File: src/rtl/deframer_pkg.sv
package deframer_pkg;
  typedef enum logic [2:0] {
    RX_IDLE,
    RX_START,
    RX_DATA,
    RX_STOP,
    RX_WAIT_HIGH
  } rx_state_t;
endpackage

File: src/rtl/deframer_tick.sv
module deframer_tick #(
  parameter int unsigned DIV = 4
) (
  input  logic clk,
  input  logic rst,
  output logic tick
);
  localparam int unsigned CW = (DIV > 1) ? $clog2(DIV) : 1;
  localparam logic [CW-1:0] LAST = CW'(DIV - 1);

  logic [CW-1:0] cnt;

  always_ff @(posedge clk) begin
    if (rst) begin
      cnt  <= '0;
      tick <= 1'b0;
    end else begin
      tick <= (cnt == LAST);
      cnt  <= (cnt == LAST) ? '0 : cnt + 1'b1;
    end
  end
endmodule

File: src/rtl/deframer_rx.sv
module deframer_rx
  import deframer_pkg::*;
#(
  parameter int unsigned OVERSAMPLE = 16,
  parameter int unsigned DATA_BITS  = 8
) (
  input  logic                 clk,
  input  logic                 rst,
  input  logic                 tick,
  input  logic                 rx_line,
  output logic                 byte_done,
  output logic [DATA_BITS-1:0] byte_out
);
  localparam int unsigned SW = $clog2(OVERSAMPLE);
  localparam int unsigned BW = $clog2(DATA_BITS);
  localparam logic [SW-1:0] HALF_LAST = SW'(OVERSAMPLE/2 - 1);
  localparam logic [SW-1:0] FULL_LAST = SW'(OVERSAMPLE - 1);
  localparam logic [BW-1:0] BIT_LAST  = BW'(DATA_BITS - 1);

  logic                 sync1, sync2;
  rx_state_t            state;
  logic [SW-1:0]        scnt;
  logic [BW-1:0]        bcnt;
  logic [DATA_BITS-1:0] shreg;

  always_ff @(posedge clk) begin
    if (rst) begin
      sync1 <= 1'b1;
      sync2 <= 1'b1;
    end else begin
      sync1 <= rx_line;
      sync2 <= sync1;
    end
  end

  always_ff @(posedge clk) begin
    if (rst) begin
      state     <= RX_IDLE;
      scnt      <= '0;
      bcnt      <= '0;
      shreg     <= '0;
      byte_done <= 1'b0;
      byte_out  <= '0;
    end else begin
      byte_done <= 1'b0;
      case (state)
        RX_IDLE: begin
          if (tick && !sync2) begin
            state <= RX_START;
            scnt  <= '0;
          end
        end
        RX_START: begin
          if (tick) begin
            if (scnt == HALF_LAST) begin
              scnt  <= '0;
              bcnt  <= '0;
              state <= sync2 ? RX_IDLE : RX_DATA;
            end else begin
              scnt <= scnt + 1'b1;
            end
          end
        end
        RX_DATA: begin
          if (tick) begin
            if (scnt == FULL_LAST) begin
              scnt  <= '0;
              shreg <= {sync2, shreg[DATA_BITS-1:1]};
              bcnt  <= bcnt + 1'b1;
              if (bcnt == BIT_LAST) state <= RX_STOP;
            end else begin
              scnt <= scnt + 1'b1;
            end
          end
        end
        RX_STOP: begin
          if (tick) begin
            if (scnt == FULL_LAST) begin
              scnt <= '0;
              if (sync2) begin
                byte_done <= 1'b1;
                byte_out  <= shreg;
                state     <= RX_IDLE;
              end else begin
                state <= RX_WAIT_HIGH;
              end
            end else begin
              scnt <= scnt + 1'b1;
            end
          end
        end
        RX_WAIT_HIGH: begin
          if (sync2) state <= RX_IDLE;
        end
        default: state <= RX_IDLE;
      endcase
    end
  end
endmodule

File: src/rtl/deframer_readout.sv
module deframer_readout #(
  parameter int unsigned DATA_BITS     = 8,
  parameter int unsigned HALF_BIT_CLKS = 32
) (
  input  logic                 clk,
  input  logic                 rst,
  input  logic                 byte_done,
  input  logic [DATA_BITS-1:0] byte_in,
  input  logic                 rd_clk,
  output logic                 rd_edge,
  output logic                 rd_data,
  output logic                 ready_n
);
  localparam int unsigned IW = $clog2(DATA_BITS + 1);
  localparam int unsigned TW = $clog2(HALF_BIT_CLKS + 1);
  localparam logic [IW-1:0] IDX_END  = IW'(DATA_BITS);
  localparam logic [TW-1:0] TMR_LAST = TW'(HALF_BIT_CLKS - 1);

  logic                 rs1, rs2, rs3;
  logic [DATA_BITS-1:0] hold;
  logic [IW-1:0]        idx;
  logic [TW-1:0]        tmr;
  logic [IW-1:0]        idx_next;

  always_ff @(posedge clk) begin
    if (rst) begin
      rs1 <= 1'b0;
      rs2 <= 1'b0;
      rs3 <= 1'b0;
    end else begin
      rs1 <= rd_clk;
      rs2 <= rs1;
      rs3 <= rs2;
    end
  end

  assign rd_edge  = rs2 & ~rs3;
  assign idx_next = idx + 1'b1;

  function automatic logic pick(input logic [DATA_BITS-1:0] v, input logic [IW-1:0] i);
    logic r;
    r = 1'b1;
    for (int k = 0; k < DATA_BITS; k++)
      if (i == IW'(k)) r = v[k];
    return r;
  endfunction

  always_ff @(posedge clk) begin
    if (rst) begin
      hold    <= '0;
      idx     <= IDX_END;
      tmr     <= '0;
      rd_data <= 1'b1;
      ready_n <= 1'b1;
    end else if (byte_done) begin
      hold    <= byte_in;
      idx     <= '0;
      tmr     <= '0;
      rd_data <= byte_in[0];
      ready_n <= 1'b0;
    end else begin
      if (rd_edge) begin
        ready_n <= 1'b1;
        if (idx != IDX_END) begin
          idx     <= idx_next;
          rd_data <= pick(hold, idx_next);
        end
      end else if (!ready_n) begin
        if (tmr == TMR_LAST) ready_n <= 1'b1;
        else                 tmr     <= tmr + 1'b1;
      end
    end
  end
endmodule

File: src/rtl/deframer_irq.sv
module deframer_irq (
  input  logic clk,
  input  logic rst,
  input  logic ring_n,
  input  logic ready_n,
  input  logic carrier,
  input  logic sleep,
  output logic irq_n
);
  logic carrier_live;

  assign carrier_live = carrier & ~sleep;

  always_ff @(posedge clk) begin
    if (rst) irq_n <= 1'b1;
    else     irq_n <= ~(~ring_n | ~ready_n | carrier_live);
  end
endmodule

File: src/rtl/serial_byte_deframer.sv
module serial_byte_deframer #(
  parameter int unsigned CLKS_PER_SAMPLE = 4,
  parameter int unsigned OVERSAMPLE      = 16,
  parameter int unsigned DATA_BITS       = 8
) (
  input  logic clk,
  input  logic rst,
  input  logic rx_line,
  input  logic rd_clk,
  input  logic ring_n,
  input  logic carrier,
  input  logic sleep,
  output logic rd_data,
  output logic ready_n,
  output logic irq_n
);
  localparam int unsigned HALF_BIT_CLKS = CLKS_PER_SAMPLE * OVERSAMPLE / 2;

  logic                 tick;
  logic                 byte_done;
  logic [DATA_BITS-1:0] byte_val;
  logic                 rd_edge;

  deframer_tick #(.DIV(CLKS_PER_SAMPLE)) u_tick (
    .clk  (clk),
    .rst  (rst),
    .tick (tick)
  );

  deframer_rx #(.OVERSAMPLE(OVERSAMPLE), .DATA_BITS(DATA_BITS)) u_rx (
    .clk       (clk),
    .rst       (rst),
    .tick      (tick),
    .rx_line   (rx_line),
    .byte_done (byte_done),
    .byte_out  (byte_val)
  );

  deframer_readout #(.DATA_BITS(DATA_BITS), .HALF_BIT_CLKS(HALF_BIT_CLKS)) u_rdout (
    .clk       (clk),
    .rst       (rst),
    .byte_done (byte_done),
    .byte_in   (byte_val),
    .rd_clk    (rd_clk),
    .rd_edge   (rd_edge),
    .rd_data   (rd_data),
    .ready_n   (ready_n)
  );

  deframer_irq u_irq (
    .clk     (clk),
    .rst     (rst),
    .ring_n  (ring_n),
    .ready_n (ready_n),
    .carrier (carrier),
    .sleep   (sleep),
    .irq_n   (irq_n)
  );
endmodule

File: config.mk
export PLATFORM = sky130hd
export DESIGN_NAME = serial_byte_deframer
export DESIGN_NICKNAME = d
export VERILOG_FILES = /design/src/rtl/deframer_pkg.sv /design/src/rtl/deframer_tick.sv /design/src/rtl/deframer_rx.sv /design/src/rtl/deframer_readout.sv /design/src/rtl/deframer_irq.sv /design/src/rtl/serial_byte_deframer.sv
export SDC_FILE = /design/constraint.sdc
export NUM_CORES = 1
export LEC_CHECK = 0
export BUFFER_PORTS_ARGS = -buffer_cell sky130_fd_sc_hd__buf_4
export CAP_MARGIN = 25
export CORE_UTILIZATION = 50
export CTS_BUF_LIST = sky130_fd_sc_hd__clkbuf_8
export DETAILED_ROUTE_END_ITERATION = 10
export PLACE_DENSITY = 0.77
export SLEW_MARGIN = 5
export SYNTH_ARGS = -nofsm -noshare
export SYNTH_HDL_FRONTEND = slang
export SYNTH_SLANG_ARGS = --single-unit
File: constraint.sdc
create_clock -name clk -period 4.05 [get_ports clk]
set_clock_uncertainty 0.15 [all_clocks]
set_input_delay 0.405 -clock clk [delete_from_list [all_inputs] [get_ports clk]]
set_output_delay 0.405 -clock clk [all_outputs]
set_load 0.02 [all_outputs]
==> qor.txt <==
Outcome = completed
Clock sink total = 56
Share of the synthesized area in the top cell type = 0.459
I/O Pins = 10
CP Launch Type = flop
Vias in the first global route = 1632
Critical Path Start = u_rx.scnt[0]
Count of cell types in the netlist = 44
Setup Buffers After CTS = 0
Number of synthesized register bits = 56
Worst slew pin tran = 0.633 ns
Post-Syn Area per Cell = 9.19 sq um
Die ar. = 0.00517 sq mm
Inserted Clock Buffers = 5
Hold violation count in the final report = 0
Register area share after synthesis = 0.459
# resized after CTS = 0
Crit Path Class = flop to flop
Ant. Diodes = 0
Critical path buffer and inverter count = 1
Share of cells above drive strength 1 = 0.0929
Wire per inst = 12.3 um
Final period utilization = 0.500
Final GP Congestion = 0.867
Starting DRC count in detailed routing = 50
F_max = 0.494 GHz
Critical Path, Cell by Cell = ha_1 > nand4_1 > inv_1 > nand3_1 > mux2i_1 > nor2_1
First-pass GRT wire length = 7.29 mm
Final setup fails = 0
Synth top area cells = dfxtp_1, mux2i_1, nor2_1
Final Non-Filler Cells = 336
Slew margin rel. = 0.577
Fin crit period = 2.03 ns
Synth area leader = dfxtp_1
TritonCTS clock tree = built
Peak supply drop = 282 uV
RR Startpoint = u_rx.scnt[0]
Remaining DRCs = 0
Hold_sp = rx_line
Top_reg_cell synth = dfxtp_1
Largest net degree at the start of global routing = 51
CP endpoint kind = flop
Via Count = 1737
CP top delay family = simple AND/OR/NAND/NOR gates
Port bufs = 9
Lkg Pwr = 1.02 nW
Post-Syn Area = 0.00244 sq mm
Std-Cell Core Area = 0.00472 sq mm
Hold Buf Count CTS = 0
Ys Warns = 0
Placed insts = 328
DRT Pass-1 Iters = 4
Chip Width = 71.9 um
CP max FO = 9
Syn Nets = 283
Avg Vias per Cell = 5.17
CTS Root Cell = clkbuf_8
Remaining antenna violation count = 0
Crit path required time = 4.08 ns
Initial antenna violation count = 0
RSZ-0062 raised after global routing = false
Nets = 285
Die Ht = 71.9 um
DP HPWL = 2.91 mm
Clock tree buffer depth = 2
H-tree Lvls = 2
Async S/R FF share, synth = 0
Cells after Synth = 266
Max incr delay on CP = 0.40 ns
Hold Path Class = input port to flop
TNS Setup = 0 ns
Number of synthesized flops with an enable pin = 0
Tot GR Track Use = 0.182
Row count = 25
Initial core utilization = 0.518
Crit-path slowest cell = nand3_1
Power density cells = 363 mW/mm^2
Area Growth Syn to Fin = 8.34%
DRT Wirelength = 4.13 mm
Critical Path AT = 2.06 ns
MaxCap Viol Count = 0
Clock slew at reported path FFs = 0.09 ns
Clk_lat worst skew = 0.30 ns
Max-slew violations = 0
Total congestion overflow = 0
## through the flow
step	total power [mW]	worst slack (ns)	hold WS [ns]	utilization	cell area, sq um
3_3_place_gp	0.597	2.16	0.242	0.535	2530
4_1_cts	0.973	2.00	0.119	0.561	2650
3_5_place_dp	0.597	2.00	0.250	0.535	2530
2_1_floorplan	0.588	2.31	0.239	-	2440
5_1_grt	1.00	1.80	0.112	0.561	2650
6_report	0.960	2.02	0.130	0.561	2650
## synthesized netlist by cell type (2+ instances only)
master / instances
nand3b_1: 3
inv_1: 8
nor3_1: 5
xor2_1: 3
a311o_1: 2
dfxtp_1: 56
nand4b_1: 2
buf_4: 3
a211oi_1: 2
buf_1: 2
ha_1: 10
nand2_1: 26
a22oi_1: 2
clkbuf_1: 5
o211ai_1: 2
nor2b_1: 4
nand3_1: 4
nor2_1: 39
o22ai_1: 4
o21ai_0: 3
xnor2_1: 7
or2_2: 3
nand4_1: 3
mux2i_1: 20
a21oi_1: 19
buf_2: 4
nand2b_1: 6
o21bai_1: 2
and3_1: 2
## area by class of cell
cell class / instances / area, sq um
tap: 67 / 83.8
fill: 423 / 2070
timing repair buffer: 9 / 67.6
clock buffer: 6 / 82.6
inverter: 8 / 30.0
sequential: 56 / 1120
clock inverter: 2 / 38.8
multi-input combinational: 188 / 1220
## state kept, by name, summed over array words and instances (netlist names), 2 cells and up
register,count
u_rx.shreg,8
u_rdout.tmr,6
u_rx.bcnt,3
u_tick.cnt,2
u_rx.byte_out,8
u_rdout.hold,8
u_rx.state,3
u_rdout.idx,4
u_rx.scnt,4
## worst reg2reg max path: stages (launching register included)
cell,delay [ns]
dfxtp_1,0.38
ha_1,0.25
nand4_1,0.23
inv_1,0.10
nand3_1,0.40
mux2i_1,0.33
nor2_1,0.06
## layer usage
metal  wire length [um]  vias to the layer above  track usage
met5                  0                        -            0
met4                 32                        0       0.0610
met3                101                        2       0.0542
met2               1930                       19        0.291
met1               2070                      800        0.235
li1                   -                      916            -
## final timing paths
path	end	slack (ns)	cells past startpoint
worst max-delay path	u_rx.byte_out[7]	2.02	6
worst min-delay path	u_rx.sync1	0.13	2
worst min register to register	u_rx.sync2	0.27	1
worst max register to register	u_rx.byte_out[7]	2.02	6
## report_power, final
group          internal (mW)  total (mW)  switching, mW
Clock                  0.202       0.376          0.174
Combinational         0.0110      0.0254         0.0144
Sequential             0.556       0.559        0.00308
Total                  0.769       0.960          0.191
## cell families (layout without fill, tap and decap cells)
family | Yosys count | in the layout | share of synthesized area
and+or+nand+nor | 103 | 103 | 0.199
adders and majority gates | 10 | 10 | 0.0512
DFF | 56 | 56 | 0.459
muxes | 21 | 21 | 0.0865
AOI/OAI and AO/OA | 43 | 43 | 0.122
buffers and inverters | 22 | 25 | 0.0404
xor gates and xnor gates | 11 | 11 | 0.0425
## cell usage in the layout (no fill, tap or decap), types with 3 or more instances in the layout
cell type and instances:
nor3_1 5, xor2_1 3, inv_1 8, o22ai_1 4, or2_2 3, xnor2_1 7
dfxtp_1 56, nand4_1 3, buf_4 9, clkbuf_8 6, ha_1 10, nor2_1 39
mux2i_1 20, nand3b_1 3, a21oi_1 19, nor2b_1 4, nand2b_1 6, o21ai_0 3
nand2_1 26, nand3_1 4
No activity file was read; power rests on OpenSTA's default activity.
